[src/rtl/pbl_pkg.sv]
package pbl_pkg;

  typedef enum logic [1:0] {
    ST_IDLE  = 2'd0,
    ST_CNT_A = 2'd1,
    ST_CNT_B = 2'd2,
    ST_DATA  = 2'd3
  } pbl_state_e;

  // True when the byte held from the first count cycle is the high count byte.
  function automatic logic held_is_high(input logic byte_md, input logic hi_first);
    return byte_md && hi_first;
  endfunction

endpackage

[src/rtl/pbl_seq.sv]
module pbl_seq #(
  parameter int CW = 8
) (
  input  logic          clk,
  input  logic          rst_n,
  input  logic          cmd_start,
  input  logic          wr_valid,
  input  logic          byte_mode,
  input  logic          cnt_sel,
  input  logic [CW-1:0] cnt_byte,
  output logic          busy,
  output logic          mode_q,
  output logic          data_acc,
  output logic          data_first,
  output logic          data_last,
  output logic          bad_hi,
  output logic          abort,
  output logic          err
);
  import pbl_pkg::*;

  pbl_state_e    st_q, st_d;
  logic [CW-1:0] held_q;
  logic [CW-1:0] remain_q;
  logic [CW-1:0] hi_val;
  logic [CW-1:0] lo_val;
  logic          hi_first_q;
  logic          first_q;
  logic          err_q;
  logic          acc_a;
  logic          acc_b;

  assign busy       = (st_q != ST_IDLE);
  assign abort      = cmd_start && busy;
  assign acc_a      = (st_q == ST_CNT_A) && wr_valid && !cmd_start;
  assign acc_b      = (st_q == ST_CNT_B) && wr_valid && !cmd_start;
  assign data_acc   = (st_q == ST_DATA) && wr_valid && !cmd_start;
  assign data_first = first_q;
  assign data_last  = data_acc && (remain_q == '0);
  assign err        = err_q;

  always_comb begin
    if (held_is_high(mode_q, hi_first_q)) begin
      hi_val = held_q;
      lo_val = cnt_byte;
    end else begin
      hi_val = cnt_byte;
      lo_val = held_q;
    end
  end

  assign bad_hi = acc_b && (hi_val != '0);

  always_comb begin
    st_d = st_q;
    if (cmd_start) begin
      st_d = ST_CNT_A;
    end else begin
      unique case (st_q)
        ST_CNT_A: if (acc_a) st_d = ST_CNT_B;
        ST_CNT_B: if (acc_b) st_d = bad_hi ? ST_IDLE : ST_DATA;
        ST_DATA:  if (data_last) st_d = ST_IDLE;
        default:  st_d = ST_IDLE;
      endcase
    end
  end

  always_ff @(posedge clk) begin
    if (!rst_n) begin
      st_q       <= ST_IDLE;
      held_q     <= '0;
      remain_q   <= '0;
      hi_first_q <= 1'b0;
      first_q    <= 1'b0;
      mode_q     <= 1'b0;
      err_q      <= 1'b0;
    end else begin
      st_q <= st_d;
      if (cmd_start) begin
        mode_q <= byte_mode;
      end
      if (acc_a) begin
        held_q     <= cnt_byte;
        hi_first_q <= mode_q && cnt_sel;
      end
      if (acc_b && !bad_hi) begin
        remain_q <= lo_val;
        first_q  <= 1'b1;
      end else if (data_acc) begin
        remain_q <= remain_q - 1'b1;
        first_q  <= 1'b0;
      end
      if (cmd_start) begin
        err_q <= abort;
      end else if (bad_hi) begin
        err_q <= 1'b1;
      end
    end
  end

endmodule

[src/rtl/pbl_addr_gen.sv]
module pbl_addr_gen #(
  parameter int AW = 8,
  parameter int DW = 16
) (
  input  logic          clk,
  input  logic          rst_n,
  input  logic          mode_q,
  input  logic          data_acc,
  input  logic          data_first,
  input  logic [AW-1:0] wr_addr,
  input  logic [DW-1:0] wr_data,
  output logic [AW-1:0] wa,
  output logic [DW/8-1:0] wbe,
  output logic [DW-1:0] wdata
);
  localparam int LANES = DW / 8;
  localparam int LB    = (LANES > 1) ? $clog2(LANES) : 1;

  logic [AW-1:0] ptr_q;
  logic [AW-1:0] base;

  function automatic logic [AW-1:0] align_addr(input logic [AW-1:0] a, input logic bm);
    logic [AW-1:0] m;
    m = ~((AW'(1) << LB) - AW'(1));
    return bm ? a : (a & m);
  endfunction

  function automatic logic [AW-1:0] addr_step(input logic bm);
    return bm ? AW'(1) : AW'(LANES);
  endfunction

  assign base  = data_first ? wr_addr : ptr_q;
  assign wa    = align_addr(base, mode_q);
  assign wbe   = mode_q ? {{(LANES-1){1'b0}}, 1'b1} : {LANES{1'b1}};
  assign wdata = mode_q ? {{(DW-8){1'b0}}, wr_data[7:0]} : wr_data;

  always_ff @(posedge clk) begin
    if (!rst_n) begin
      ptr_q <= '0;
    end else if (data_acc) begin
      ptr_q <= wa + addr_step(mode_q);
    end
  end

endmodule

[src/rtl/pbl_bank_sel.sv]
module pbl_bank_sel #(
  parameter int NBANK = 2,
  parameter int BW    = $clog2(NBANK)
) (
  input  logic             clk,
  input  logic             rst_n,
  input  logic             swap_req,
  input  logic             busy,
  input  logic             cmd_start,
  input  logic             data_acc,
  output logic [BW-1:0]    active_q,
  output logic [NBANK-1:0] we_vec
);
  logic [BW-1:0] tgt_q;
  logic          swap_take;

  function automatic logic [BW-1:0] next_bank(input logic [BW-1:0] b);
    return (b == BW'(NBANK - 1)) ? '0 : b + 1'b1;
  endfunction

  assign swap_take = swap_req && !busy && !cmd_start;

  for (genvar g = 0; g < NBANK; g++) begin : g_we
    assign we_vec[g] = data_acc && (tgt_q == BW'(g));
  end

  always_ff @(posedge clk) begin
    if (!rst_n) begin
      active_q <= '0;
      tgt_q    <= '0;
    end else begin
      if (swap_take) active_q <= next_bank(active_q);
      if (cmd_start) tgt_q <= active_q;
    end
  end

endmodule

[src/rtl/pbl_loader.sv]
module pbl_loader #(
  parameter int NBANK     = 2,
  parameter int BUF_BYTES = 256,
  parameter int DW        = 16
) (
  input  logic                       clk,
  input  logic                       rst_n,
  input  logic                       byte_mode,
  input  logic                       swap_req,
  input  logic                       cmd_start,
  input  logic                       wr_valid,
  input  logic [$clog2(BUF_BYTES)-1:0] wr_addr,
  input  logic [DW-1:0]              wr_data,
  output logic [NBANK-1:0]           buf_we,
  output logic [DW/8-1:0]            buf_be,
  output logic [$clog2(BUF_BYTES)-1:0] buf_addr,
  output logic [DW-1:0]              buf_data,
  output logic                       load_done,
  output logic                       load_err,
  output logic [$clog2(NBANK)-1:0]   active_bank
);
  localparam int AW    = $clog2(BUF_BYTES);
  localparam int LANES = DW / 8;
  localparam int CW    = 8;

  logic             seq_busy;
  logic             seq_mode;
  logic             evt_data;
  logic             evt_first;
  logic             evt_last;
  logic             evt_bad_hi;
  logic             evt_abort;
  logic [AW-1:0]    gen_addr;
  logic [LANES-1:0] gen_be;
  logic [DW-1:0]    gen_data;
  logic [NBANK-1:0] gen_we;

  pbl_seq #(.CW(CW)) u_seq (
    .clk        (clk),
    .rst_n      (rst_n),
    .cmd_start  (cmd_start),
    .wr_valid   (wr_valid),
    .byte_mode  (byte_mode),
    .cnt_sel    (wr_addr[0]),
    .cnt_byte   (wr_data[CW-1:0]),
    .busy       (seq_busy),
    .mode_q     (seq_mode),
    .data_acc   (evt_data),
    .data_first (evt_first),
    .data_last  (evt_last),
    .bad_hi     (evt_bad_hi),
    .abort      (evt_abort),
    .err        (load_err)
  );

  pbl_addr_gen #(.AW(AW), .DW(DW)) u_addr (
    .clk        (clk),
    .rst_n      (rst_n),
    .mode_q     (seq_mode),
    .data_acc   (evt_data),
    .data_first (evt_first),
    .wr_addr    (wr_addr),
    .wr_data    (wr_data),
    .wa         (gen_addr),
    .wbe        (gen_be),
    .wdata      (gen_data)
  );

  pbl_bank_sel #(.NBANK(NBANK)) u_bank (
    .clk       (clk),
    .rst_n     (rst_n),
    .swap_req  (swap_req),
    .busy      (seq_busy),
    .cmd_start (cmd_start),
    .data_acc  (evt_data),
    .active_q  (active_bank),
    .we_vec    (gen_we)
  );

  always_ff @(posedge clk) begin
    if (!rst_n) begin
      buf_we    <= '0;
      buf_be    <= '0;
      buf_addr  <= '0;
      buf_data  <= '0;
      load_done <= 1'b0;
    end else begin
      buf_we    <= gen_we;
      load_done <= evt_last;
      if (evt_data) begin
        buf_be   <= gen_be;
        buf_addr <= gen_addr;
        buf_data <= gen_data;
      end
    end
  end

endmodule

[config.mk]
export PLATFORM = sky130hd
export DESIGN_NAME = pbl_loader
export DESIGN_NICKNAME = d
export VERILOG_FILES = /design/src/rtl/pbl_pkg.sv /design/src/rtl/pbl_seq.sv /design/src/rtl/pbl_addr_gen.sv /design/src/rtl/pbl_bank_sel.sv /design/src/rtl/pbl_loader.sv
export SDC_FILE = /design/constraint.sdc
export NUM_CORES = 1
export LEC_CHECK = 0
export CAP_MARGIN = 10
export CORE_ASPECT_RATIO = 0.7
export CORE_UTILIZATION = 55
export CTS_CLUSTER_DIAMETER = 150
export DETAILED_ROUTE_END_ITERATION = 6
export HOLD_SLACK_MARGIN = 0.1
export PLACE_DENSITY = 0.89
export SYNTH_ARGS = -nofsm -noshare
export SYNTH_HDL_FRONTEND = slang
export SYNTH_SLANG_ARGS = --single-unit
[constraint.sdc]
create_clock -name clk -period 7.5 [get_ports clk]
set_input_delay 1.125 -clock clk [delete_from_list [all_inputs] [get_ports clk]]
set_output_delay 1.125 -clock clk [all_outputs]
set_load 0.01 [all_outputs]
==> flow_summary_export.csv <==
group,metric,value,unit
logic_synthesis,synth_flop_cell,"dfxtp_1",
final_layout,fillers,369,
logic_synthesis,ys_seq_elements,61,
final_layout,layout-drive-gt1-share,0.0675,
floorplan,die_area,5550,um^2
timing,drv_slew,0,
status,outcome,"completed",
route,firstDrtPassIters,4,
route,dr_wl_met3,623,um
flow_run,cap_violations,0,
logic_synthesis,yosys.area.top_type,"dfxtp_1",
logic_synthesis,synthDominantCellAreaShare,0.423,
floorplan,fp.dieW,88.6,um
critical_path,cp_max_fo,30,
global_route,grt_max_degree,55,
route,ant_nets,0,
critical_path,path_class,"input port to flop",
route,top_layer_used,"met4",
placed_design,hpwl,4710,um
final_layout,antenna_cells,0,
route,drt-met1-wl,3030,um
logic_synthesis,synth_edf_count,0,
logic_synthesis,yosys_warnings,0,
critical_path,worstSetupEndpointType,"flop",
pwr,power_density,177,nW/um^2
timing,rsz0062_at_grt,"no",
clocking,clock_latency,0.34,ns
placed_design,port_buffers,60,
logic_synthesis,synth_cells,346,
timing,timing.final.crit_share,0.472,
critical_path,cp.required,7.77,ns
clocking,hold_buffers,0,
floorplan,ios,61,
floorplan,die_y,62.6,um
logic_synthesis,avgSynthCellArea,8.35,um^2
clocking,cts_tree,"yes",
logic_synthesis,async_flop_share,0,
logic_synthesis,synth.distinct_cells,46,
timing,max-slew-margin-rel,0.330,
clocking,clock_path_buffers,2,
final_layout,syn2layout_area_growth,27.1,%
pwr,ir_worst_vdd,0.000106,V
timing,final.min_clock_period,3.54,ns
logic_synthesis,ys_seq_area_frac,0.423,
critical_path,cp-start-kind,"input port",
critical_path,crit_arrival,3.80,ns
clocking,htreeDepth,3,
timing,hold_viol_final,0,
global_route,grt_pass1_wl,11400,um
floorplan,start_util,0.588,
route,drcViolationCount,0,
route,vias_per_cell,5.72,
route,wirelength,6940,um
floorplan,core,4910,um^2
logic_synthesis,synth_commonest_cells,"dfxtp_1 (61), nor2_1 (48), nand2_1 (47)",
logic_synthesis,syn_nets,384,
clocking,cts_setup_buffers,0,
timing,tightest_slew,1.00,ns
logic_synthesis,synth_area,2890,um^2
placed_design,gp_congestion,0.807,
clocking,root_buffer,"clkbuf_8",
route,via_count,2683,
hold_path,hold_path.class,"flop to flop",
pwr,leakage,1.41,nW
global_route,first_global_vias,2493,
route,first_iter_violations,172,
global_route,antenna_found_initial,0,
clocking,cts_sinks,61,
global_route,grt_usage,0.269,
logic_synthesis,synth_most_common_cell,"dfxtp_1",
floorplan,num_rows,21,
global_route,grt.overflow.total,0,
clocking,clk_pin_slew,0.06,ns
timing,finalSetupTns,0,ns
final_layout,fin_util,0.747,
clocking,cts_resized,0,
route,met2_length,3190,um
timing,max_freq,283,MHz
clocking,numCtsBuffers,9,
route,wire_per_inst,14.8,um
final_layout,fin_nets,434,
logic_synthesis,ys_top_cells_by_area,"dfxtp_1 (42%), nor2_1 (6.2%), nand2_1 (6.1%), mux2i_1 (5.2%), a21oi_1 (5.0%)",
timing,finalSetupViolCount,0,
timing,finalClockSkew,0.00671,ns
-- logic make-up after synthesis --
kind of cell / count (synthesis) / share of synthesized area
multiplexers: 19 / 0.0689
AND/OR/NAND/NOR: 153 / 0.250
XOR/XNOR: 12 / 0.0364
adder cells (fa/ha/maj): 8 / 0.0373
buffers and inverters: 29 / 0.0429
AO/OA/AOI/OAI: 64 / 0.141
flip-flops: 61 / 0.423
-- where the power goes --
part	switching (mW)	total, mW	leakage [nW]	internal [mW]
clock network	0.126	0.270	0.0905	0.144
logic	0.0234	0.0474	0.827	0.0239
registers	0.00411	0.332	0.493	0.328
-- state kept, by name (all words and copies together), names as in the netlist --
register	cells
buf_addr	8
buf_be	2
buf_data	16
buf_we	2
load_done	1
u_addr.ptr_q	8
u_bank.active_q	1
u_bank.tgt_q	1
u_seq.data_first	1
u_seq.err	1
u_seq.held_q	8
u_seq.hi_first_q	1
u_seq.mode_q	1
u_seq.remain_q	8
u_seq.st_q	2
-- cell type report --
cell class	count	area [um^2]	area share
Clock buffer	12	165	0.0450
Clock inverter	3	20.0	0.00546
Inverter	7	26.3	0.00716
Multi-Input combinational cell	256	1540	0.420
Sequential cell	61	1220	0.333
Tap cell	69	86.3	0.0235
Timing Repair Buffer	61	608	0.166
-- worst max-delay path, cell delays in order --
cell and delay (ns):
clkdlybuf4s50_1 0.60, nor2b_1 0.39, nand2_1 0.66, or4_1 0.66, mux2_4 0.29, o211ai_2 0.07
-- cell usage in the layout, fill, tap and decap left out, types with 2 or more instances in the layout --
cell type        instances
a211oi_1                 8
a21oi_1                 29
a22oi_1                  2
a311oi_1                 4
a31oi_1                  2
and3_1                   9
clkbuf_8                12
clkdlybuf4s50_1         60
clkinvlp_4               2
dfxtp_1                 61
ha_1                     7
inv_1                    6
mux2_2                   3
mux2i_1                 15
nand2_1                 47
nand3_1                 21
nand4_1                  5
nor2_1                  48
nor2b_1                  3
nor3_1                   3
nor4_1                   6
o211a_1                  3
o21ai_0                  8
or3_1                    2
or4_1                    2
xnor2_1                  6
xor2_1                   6
-- stage by stage --
step	worst slack, ns	hold slack, ns	cell area [um^2]	instances	power (mW)
after floorplan	4.71	0.405	2890	346	0.360
after global placement	3.69	0.435	3480	454	0.385
after detailed placement	3.65	0.441	3480	454	0.386
after CTS	3.99	0.450	3670	469	0.653
after global routing	3.76	0.462	3670	469	0.676
final	3.96	0.450	3670	469	0.650
-- routing by layer --
metal  GRT usage  vias up
met2       0.415       99
met3      0.0964       12
met4      0.0887        0
met1       0.347     1263
met5           0        -
li1            -     1309
-- final timing paths --
kind / start / end / slack (ns) / cells after the start
min: u_bank.tgt_q / buf_we[0] / 0.45 / 1
max: cmd_start / u_addr.ptr_q[7] / 3.96 / 6
max reg2reg: u_seq.data_first / u_addr.ptr_q[7] / 4.65 / 7
min reg2reg: u_bank.tgt_q / buf_we[0] / 0.45 / 1
Note: power is estimated with default switching activity, not from simulation.
